--- src/rtl/decim_pkg.sv ---
package decim_pkg;

  typedef struct packed {
    logic clear;
    logic intEn;
    logic combEn;
    logic outEn;
    logic publish;
  } decStrobe_t;

  // log2 of the decimation done by the third-order stage
  function automatic int sinc3Log(input int code, input int minLog, input int maxLog3);
    int total;
    total = minLog + code;
    return (total > maxLog3) ? maxLog3 : total;
  endfunction

  // log2 of the averaging length of the first-order stage
  function automatic int sinc1Log(input int code, input int minLog, input int maxLog3);
    return minLog + code - sinc3Log(code, minLog, maxLog3);
  endfunction

endpackage

--- src/rtl/decim_ctrl.sv ---
module decim_ctrl
  import decim_pkg::*;
#(
  parameter int OSR_W         = 3,
  parameter int MIN_LOG       = 5,
  parameter int SINC3_MAX_LOG = 9,
  parameter int SINC1_MAX_LOG = 3,
  parameter int DISCARD       = 3
) (
  input  logic             clk,
  input  logic             rstN,
  input  logic             modEn,
  input  logic [OSR_W-1:0] osrCode,
  output logic [OSR_W-1:0] activeCode,
  output decStrobe_t       strobe,
  output logic             dataValid
);

  localparam int DEC_W = SINC3_MAX_LOG;
  localparam int AVG_W = (SINC1_MAX_LOG > 0) ? SINC1_MAX_LOG : 1;
  localparam int DIS_W = $clog2(DISCARD + 1);

  logic [DEC_W-1:0] decCnt, decLim;
  logic [AVG_W-1:0] avgCnt, avgLim;
  logic [DIS_W-1:0] discardCnt;
  logic clearReq, decLast, avgLast, settled;
  int k3, k1;

  always_comb begin
    k3 = sinc3Log(int'(activeCode), MIN_LOG, SINC3_MAX_LOG);
    k1 = sinc1Log(int'(activeCode), MIN_LOG, SINC3_MAX_LOG);
    decLim = DEC_W'((1 << k3) - 1);
    avgLim = AVG_W'((1 << k1) - 1);
    clearReq = (osrCode != activeCode);
    decLast = (decCnt == decLim);
    avgLast = (avgCnt == avgLim);
    settled = (discardCnt == DIS_W'(DISCARD));
    strobe.clear   = clearReq;
    strobe.intEn   = modEn & ~clearReq;
    strobe.combEn  = strobe.intEn & decLast;
    strobe.outEn   = strobe.combEn & avgLast;
    strobe.publish = strobe.outEn & settled;
  end

  always_ff @(posedge clk or negedge rstN) begin
    if (!rstN) begin
      activeCode <= '0;
      decCnt     <= '0;
      avgCnt     <= '0;
      discardCnt <= '0;
      dataValid  <= 1'b0;
    end else if (clearReq) begin
      activeCode <= osrCode;
      decCnt     <= '0;
      avgCnt     <= '0;
      discardCnt <= '0;
      dataValid  <= 1'b0;
    end else begin
      dataValid <= strobe.publish;
      if (strobe.intEn) decCnt <= decLast ? '0 : decCnt + 1'b1;
      if (strobe.combEn) avgCnt <= avgLast ? '0 : avgCnt + 1'b1;
      if (strobe.outEn && !settled) discardCnt <= discardCnt + 1'b1;
    end
  end

  // the strobe never lasts two cycles
  assert_single_pulse_R9: assert property (@(posedge clk) disable iff (!rstN)
    dataValid |=> !dataValid);

  // a pending restart never lets a strobe out
  assert_restart_quiet_R3: assert property (@(posedge clk) disable iff (!rstN)
    (osrCode != activeCode) |=> !dataValid);

  // a strobe always follows an enabled modulator sample
  assert_valid_after_sample_R4: assert property (@(posedge clk) disable iff (!rstN)
    dataValid |-> $past(modEn));

  // the decimation counter stays inside the selected ratio
  assert_dec_count_bound_R2: assert property (@(posedge clk) disable iff (!rstN)
    decCnt <= decLim);

endmodule

--- src/rtl/decim_datapath.sv ---
module decim_datapath
  import decim_pkg::*;
#(
  parameter int OSR_W         = 3,
  parameter int MIN_LOG       = 5,
  parameter int SINC3_MAX_LOG = 9,
  parameter int SINC1_MAX_LOG = 3,
  parameter int ORDER         = 3,
  parameter int SAMPLE_W      = 24,
  parameter int TRUNC_W       = 16
) (
  input  logic                clk,
  input  logic                rstN,
  input  logic                modBit,
  input  logic                res16,
  input  logic [OSR_W-1:0]    activeCode,
  input  decStrobe_t          strobe,
  output logic [SAMPLE_W-1:0] sampleOut
);

  localparam int INT_W  = ORDER * SINC3_MAX_LOG + 2;
  localparam int ACC_W  = INT_W + SINC1_MAX_LOG;
  localparam int PRE    = SAMPLE_W - 1 - ORDER * MIN_LOG;
  localparam int WIDE_W = ACC_W + PRE;
  localparam int DROP_W = SAMPLE_W - TRUNC_W;
  localparam logic signed [WIDE_W-1:0] MAXV = WIDE_W'((64'sd1 <<< (SAMPLE_W - 1)) - 64'sd1);
  localparam logic signed [WIDE_W-1:0] MINV = -MAXV - WIDE_W'(1);

  logic signed [INT_W-1:0] intQ [ORDER];
  logic signed [INT_W-1:0] intD [ORDER];
  logic signed [INT_W-1:0] combQ [ORDER];
  logic signed [INT_W-1:0] combD [ORDER+1];
  logic signed [INT_W-1:0] inVal, combOut, combLim;
  logic signed [ACC_W-1:0] accQ, accSum;
  logic signed [WIDE_W-1:0] wide;
  logic [SAMPLE_W-1:0] satVal, shaped;
  int k3, k1, rsh;

  always_comb begin
    inVal = modBit ? INT_W'(1) : -INT_W'(1);
    intD[0] = intQ[0] + inVal;
    for (int s = 1; s < ORDER; s++) intD[s] = intQ[s] + intD[s-1];
    combD[0] = intD[ORDER-1];
    for (int s = 0; s < ORDER; s++) combD[s+1] = combD[s] - combQ[s];
    combOut = combD[ORDER];
  end

  generate
    for (genvar s = 0; s < ORDER; s++) begin : g_stage
      always_ff @(posedge clk or negedge rstN) begin
        if (!rstN) begin
          intQ[s]  <= '0;
          combQ[s] <= '0;
        end else if (strobe.clear) begin
          intQ[s]  <= '0;
          combQ[s] <= '0;
        end else begin
          if (strobe.intEn)  intQ[s]  <= intD[s];
          if (strobe.combEn) combQ[s] <= combD[s];
        end
      end
    end
  endgenerate

  always_comb begin
    k3 = sinc3Log(int'(activeCode), MIN_LOG, SINC3_MAX_LOG);
    k1 = sinc1Log(int'(activeCode), MIN_LOG, SINC3_MAX_LOG);
    rsh = ORDER * (k3 - MIN_LOG) + k1;
    combLim = INT_W'(1) <<< (ORDER * k3);
    accSum = accQ + ACC_W'(combOut);
    wide = (WIDE_W'(accSum) <<< PRE) >>> rsh;
    if (wide > MAXV)      satVal = MAXV[SAMPLE_W-1:0];
    else if (wide < MINV) satVal = MINV[SAMPLE_W-1:0];
    else                  satVal = wide[SAMPLE_W-1:0];
    shaped = res16 ? {satVal[SAMPLE_W-1:DROP_W], DROP_W'(0)} : satVal;
  end

  always_ff @(posedge clk or negedge rstN) begin
    if (!rstN) begin
      accQ      <= '0;
      sampleOut <= '0;
    end else if (strobe.clear) begin
      accQ <= '0;
    end else begin
      if (strobe.combEn) accQ <= strobe.outEn ? '0 : accSum;
      if (strobe.publish) sampleOut <= shaped;
    end
  end

  // each third-order result stays within the gain of the active ratio
  assert_cic_bound_R5: assert property (@(posedge clk) disable iff (!rstN)
    strobe.combEn |-> (combOut <= combLim) && (combOut >= -combLim));

  // a short-format sample carries no low-order bits
  assert_trunc_low_zero_R8: assert property (@(posedge clk) disable iff (!rstN)
    (strobe.publish && res16) |=> (sampleOut[DROP_W-1:0] == '0));

endmodule

--- src/rtl/sinc_decimator.sv ---
module sinc_decimator
  import decim_pkg::*;
#(
  parameter int OSR_W         = 3,
  parameter int MIN_LOG       = 5,
  parameter int SINC3_MAX_LOG = 9,
  parameter int SAMPLE_W      = 24,
  parameter int TRUNC_W       = 16,
  parameter int DISCARD       = 3
) (
  input  logic                clk,
  input  logic                rstN,
  input  logic                modEn,
  input  logic                modBit,
  input  logic [OSR_W-1:0]    osrCode,
  input  logic                res16,
  output logic [SAMPLE_W-1:0] sample,
  output logic                dataValid
);

  localparam int MAX_LOG       = MIN_LOG + (1 << OSR_W) - 1;
  localparam int SINC1_MAX_LOG = MAX_LOG - SINC3_MAX_LOG;

  decStrobe_t strobe;
  logic [OSR_W-1:0] activeCode;

  decim_ctrl #(
    .OSR_W(OSR_W), .MIN_LOG(MIN_LOG), .SINC3_MAX_LOG(SINC3_MAX_LOG),
    .SINC1_MAX_LOG(SINC1_MAX_LOG), .DISCARD(DISCARD)
  ) u_ctrl (
    .clk(clk), .rstN(rstN), .modEn(modEn), .osrCode(osrCode),
    .activeCode(activeCode), .strobe(strobe), .dataValid(dataValid)
  );

  decim_datapath #(
    .OSR_W(OSR_W), .MIN_LOG(MIN_LOG), .SINC3_MAX_LOG(SINC3_MAX_LOG),
    .SINC1_MAX_LOG(SINC1_MAX_LOG), .ORDER(3), .SAMPLE_W(SAMPLE_W), .TRUNC_W(TRUNC_W)
  ) u_datapath (
    .clk(clk), .rstN(rstN), .modBit(modBit), .res16(res16),
    .activeCode(activeCode), .strobe(strobe), .sampleOut(sample)
  );

endmodule

--- config.mk ---
export PLATFORM = sky130hd
export DESIGN_NAME = sinc_decimator
export DESIGN_NICKNAME = d
export VERILOG_FILES = /design/src/rtl/decim_pkg.sv /design/src/rtl/decim_ctrl.sv /design/src/rtl/decim_datapath.sv /design/src/rtl/sinc_decimator.sv
export SDC_FILE = /design/constraint.sdc
export NUM_CORES = 1
export LEC_CHECK = 0
export ABC_AREA = 1
export ABC_CLOCK_PERIOD_IN_PS = 11450
export BUFFER_PORTS_ARGS = -buffer_cell sky130_fd_sc_hd__buf_2
export CELL_PAD_IN_SITES_DETAIL_PLACEMENT = 1
export CELL_PAD_IN_SITES_GLOBAL_PLACEMENT = 2
export CORE_MARGIN = 4
export CORE_UTILIZATION = 32
export DETAILED_ROUTE_END_ITERATION = 8
export GPL_ROUTABILITY_DRIVEN = 0
export GPL_TIMING_DRIVEN = 1
export PLACE_DENSITY_LB_ADDON = 0.1
export SKIP_CTS_REPAIR_TIMING = 1
export SYNTH_ARGS = -nofsm -noshare
export SYNTH_HDL_FRONTEND = slang
export SYNTH_HIERARCHICAL = 1
export SYNTH_SLANG_ARGS = --single-unit
--- constraint.sdc ---
create_clock -name clk -period 11.45 [get_ports clk]
set_input_delay 0.5725 -clock clk [delete_from_list [all_inputs] [get_ports clk]]
set_output_delay 0.5725 -clock clk [all_outputs]
set_load 0.02 [all_outputs]
==> metrics.cfg <==
[outcome]
status=complete, but fails checks
failed_checks=setup timing

[global_routing]
grt_max_degree=168
track_usage_pct=20.40
antenna_found_initial=0
grt_pass1_vias=24518
grt_pass1_wl_mm=125.9
overflow=0

[finish]
fill_cells=8389
ff_latch_area_sq_mm=0.006206
nNetsFinal=3918
drive_gt1_share_pct=29.50
area_growth_pct=40.12
num_antenna_cells=0
multi_input_area_sq_mm=0.01600

[setup_path]
path_delay_family=simple AND/OR/NAND/NOR gates
start_kind=flop
critPathRequiredTime_ns=11.88
cp_data_arrival_time_ns=12.24
crit_fanout=8
crit_path_end_kind=flop
cpPeakStageDelay_ns=0.41
path_class=reg -> reg
crit_buf_inv=10
slowest_stage=dfrtp_1

[power]
vdd.ir_drop.worst_uv=239.1
static-leakage-power_nw=15.69
clock_power_share_pct=11.1
switchingPower_w=0.004998
switching_share_pct=48.60
internal_power_w=0.005286
power.density_mw_per_mm2=332.6
power_frac_seq_pct=8.7
p_comb_share_pct=80.2

[timing]
setup_viol=23
slew_headroom_pct=16.47
holdWs_ns=0.02572
fin_skew_ns=0.02535
fin_ws_ns=-0.3612
finalCritPeriodShare_pct=103.2
fin_crit_ns=11.81
drv_slew=0
fmaxAchievable_mhz=84.67
hold_viol=0
rsz0062_at_grt=true
worst_pin_slew_ns=1.252

[hold_path]
holdCritPathClass=in -> async

[synthesis]
synthAdderAreaFrac_pct=14.10
syn_area_sq_mm=0.02207
yosys_warnings=6
synthMuxAreaShare_pct=0
synthXorXnorAreaFrac_pct=8.012
synthTopCellsByArea=dfrtp_1, ha_1, nand2_1
synth.most_common_cell=nand2_1
postSynth.asyncResetShare_pct=100.0
synth-seq-area-share_pct=28.12
synth_cell_types=55
ys_ff_latch=248
yosys.area.top_type=dfrtp_1
synth_compound_area_share_pct=17.23
avgSynthCellArea_sq_um=7.219
synth_commonest_cells=nand2_1, inv_1, nand3_1
synthCells=3057
synth_top_family_by_area=simple AND/OR/NAND/NOR gates
ys.flop_type=dfrtp_1
synth_edf_count=0
synthesis.nets=3307
post_synth_and_or_nand_nor_area_fraction_pct=24.69
synth_top_area_share_pct=28.12

[clock_tree]
cts_buffer_depth=3
cts_buffers=37
cts_tree=yes
insertion_delay_ns=0.55
h-tree-depth=2
numClockSinks=248
cts.clk_slew.worst_paths_ns=0.06
root_buffer=clkbuf_16

[floorplan]
rows=96
die-area_sq_mm=0.07323
fp.dieW_um=270.6
initial_utilization_pct=32.23
boundaryPins=33
design.core.area_sq_mm=0.06847
die_height_um=270.6

[drt]
wl_per_cell_um=17.02
wl_mm=77.85
routed_via_density=5.057
dr_total_vias=23126
firstDrtPassIters=5
final_antenna_net_count=0
drt-initial-drc-count=1105
drc_errors=0

[placed_design]
dp_slack_ns=-1.811
io_buffer_count=32
dp_hpwl_mm=57.09

[job]
max_cap_violations=0

## state kept, by name, indices dropped and copies added (netlist names)
signal,flops
u_ctrl/decCnt,9
u_ctrl/activeCode,3
u_ctrl/avgCnt,3
u_datapath/sampleOut,24
u_datapath/combQ,87
u_datapath/intQ,87
u_ctrl/discardCnt,2
u_ctrl/dataValid,1
u_datapath/accQ,32
## logic make-up (layout without fill, tap and decap cells)
| logic type | Yosys count | after routing |
|---|---|---|
| AO/OA/AOI/OAI | 660 | 660 |
| adder cells (fa/ha/maj) | 242 | 242 |
| flip-flops | 248 | 248 |
| AND/OR/NAND/NOR | 1263 | 1263 |
| buffers and inverters | 442 | 1076 |
| other | 1 | 1 |
| XOR/XNOR | 201 | 201 |
## layout make-up
class	count	area share, %
flip-flops and latches	248	20.07
well taps	882	3.569
inverters	350	4.261
clock buffers	51	3.391
multi-input cells	2367	51.76
repair buffers	664	16.56
clock inverters	11	0.3885
## stage by stage
stage               power [W]  instance area [sq um]  TNS (ns)  utilization (%)  instances
finish                0.01028                  30920    -7.607            45.16       4573
global route          0.01125                  30920    -27.12            45.16       4573
CTS                  0.009559                  28670    -29.43            41.87       4534
detailed placement   0.008324                  27500    -41.41            40.16       4472
global placement     0.008212                  27500    -31.50            40.16       4472
floorplan            0.004885                  22070         0                -       3057
## per-layer routing
metal	part of all wire, %	global-route usage (%)	vias up
met4	1.4	3.439	0
li1	-	-	11488
met2	46	33.49	181
met3	2.3	2.111	59
met5	0	0	-
met1	50	29.50	11398
## power by group through the flow
stage               combinational, W  sequential [W]  clock [W]
floorplan                    0.00398        0.000909          0
global placement             0.00730        0.000910          0
detailed placement           0.00741        0.000911          0
CTS                          0.00748        0.000895    0.00119
global route                 0.00913        0.000897    0.00122
finish                       0.00825        0.000896    0.00114
## worst paths after layout
| path | startpoint | end | slack [ns] | cells past startpoint |
|---|---|---|---|---|
| setup / recovery | u_datapath/intQ[59]$_DFFE_PN0P_ | u_datapath/sampleOut[6]$_DFFE_PN0P_ | -0.36 | 82 |
| hold / removal | rstN | u_datapath/sampleOut[21]$_DFFE_PN0P_ | 0.03 | 1 |
| setup reg to reg | u_datapath/intQ[59]$_DFFE_PN0P_ | u_datapath/sampleOut[6]$_DFFE_PN0P_ | -0.36 | 82 |
| hold reg to reg | u_datapath/sampleOut[2]$_DFFE_PN0P_ | u_datapath/sampleOut[2]$_DFFE_PN0P_ | 0.48 | 2 |
| max in group asynchronous | rstN | u_ctrl/decCnt[7]$_DFFE_PN0P_ | 9.83 | 2 |
| min in group clk | osrCode[2] | u_ctrl/activeCode[2]$_DFFE_PN0N_ | 0.16 | 1 |
## worst reg2reg max path: cells and delay by family, from the launching register on
family	cells	cell delay (ns)
DFF	1	0.41
adders and majority gates	7	2.00
AOI/OAI and AO/OA	22	3.43
and+or+nand+nor	36	3.53
xor gates and xnor gates	7	1.22
buffers and inverters	10	1.05
## placed cells by master, fill, tap and decap left out, types with 8 or more instances in the layout
cell type / netlist / layout
inv_1: 340 / 331
fa_1: 11 / 10
buf_2: 8 / 31
o21ai_0: 209 / 168
a31oi_1: 18 / 10
a21o_1: 14 / 14
xor2_2: 1 / 26
dfrtp_1: 248 / 248
o31ai_1: 11 / 10
o21ai_2: 3 / 24
o21ai_1: 13 / 32
nand3_4: 2 / 9
buf_12: 0 / 8
nor3_1: 17 / 13
clkbuf_16: 0 / 42
nand3_2: 16 / 54
inv_2: 4 / 14
o22ai_1: 37 / 37
nor2_2: 5 / 11
ha_4: 0 / 29
nand2_4: 3 / 12
xnor2_1: 67 / 56
nor2_1: 143 / 127
nor2_4: 1 / 11
a21oi_2: 1 / 63
a21oi_1: 255 / 187
nand4_1: 19 / 19
ha_1: 231 / 201
nand2_2: 11 / 54
buf_4: 1 / 614
o21bai_1: 14 / 11
xnor2_2: 0 / 8
a32o_1: 9 / 9
nand3_1: 298 / 253
nand2_1: 728 / 675
xor2_1: 133 / 104
a22o_1: 53 / 53
Power figures use the tool's default switching activity.
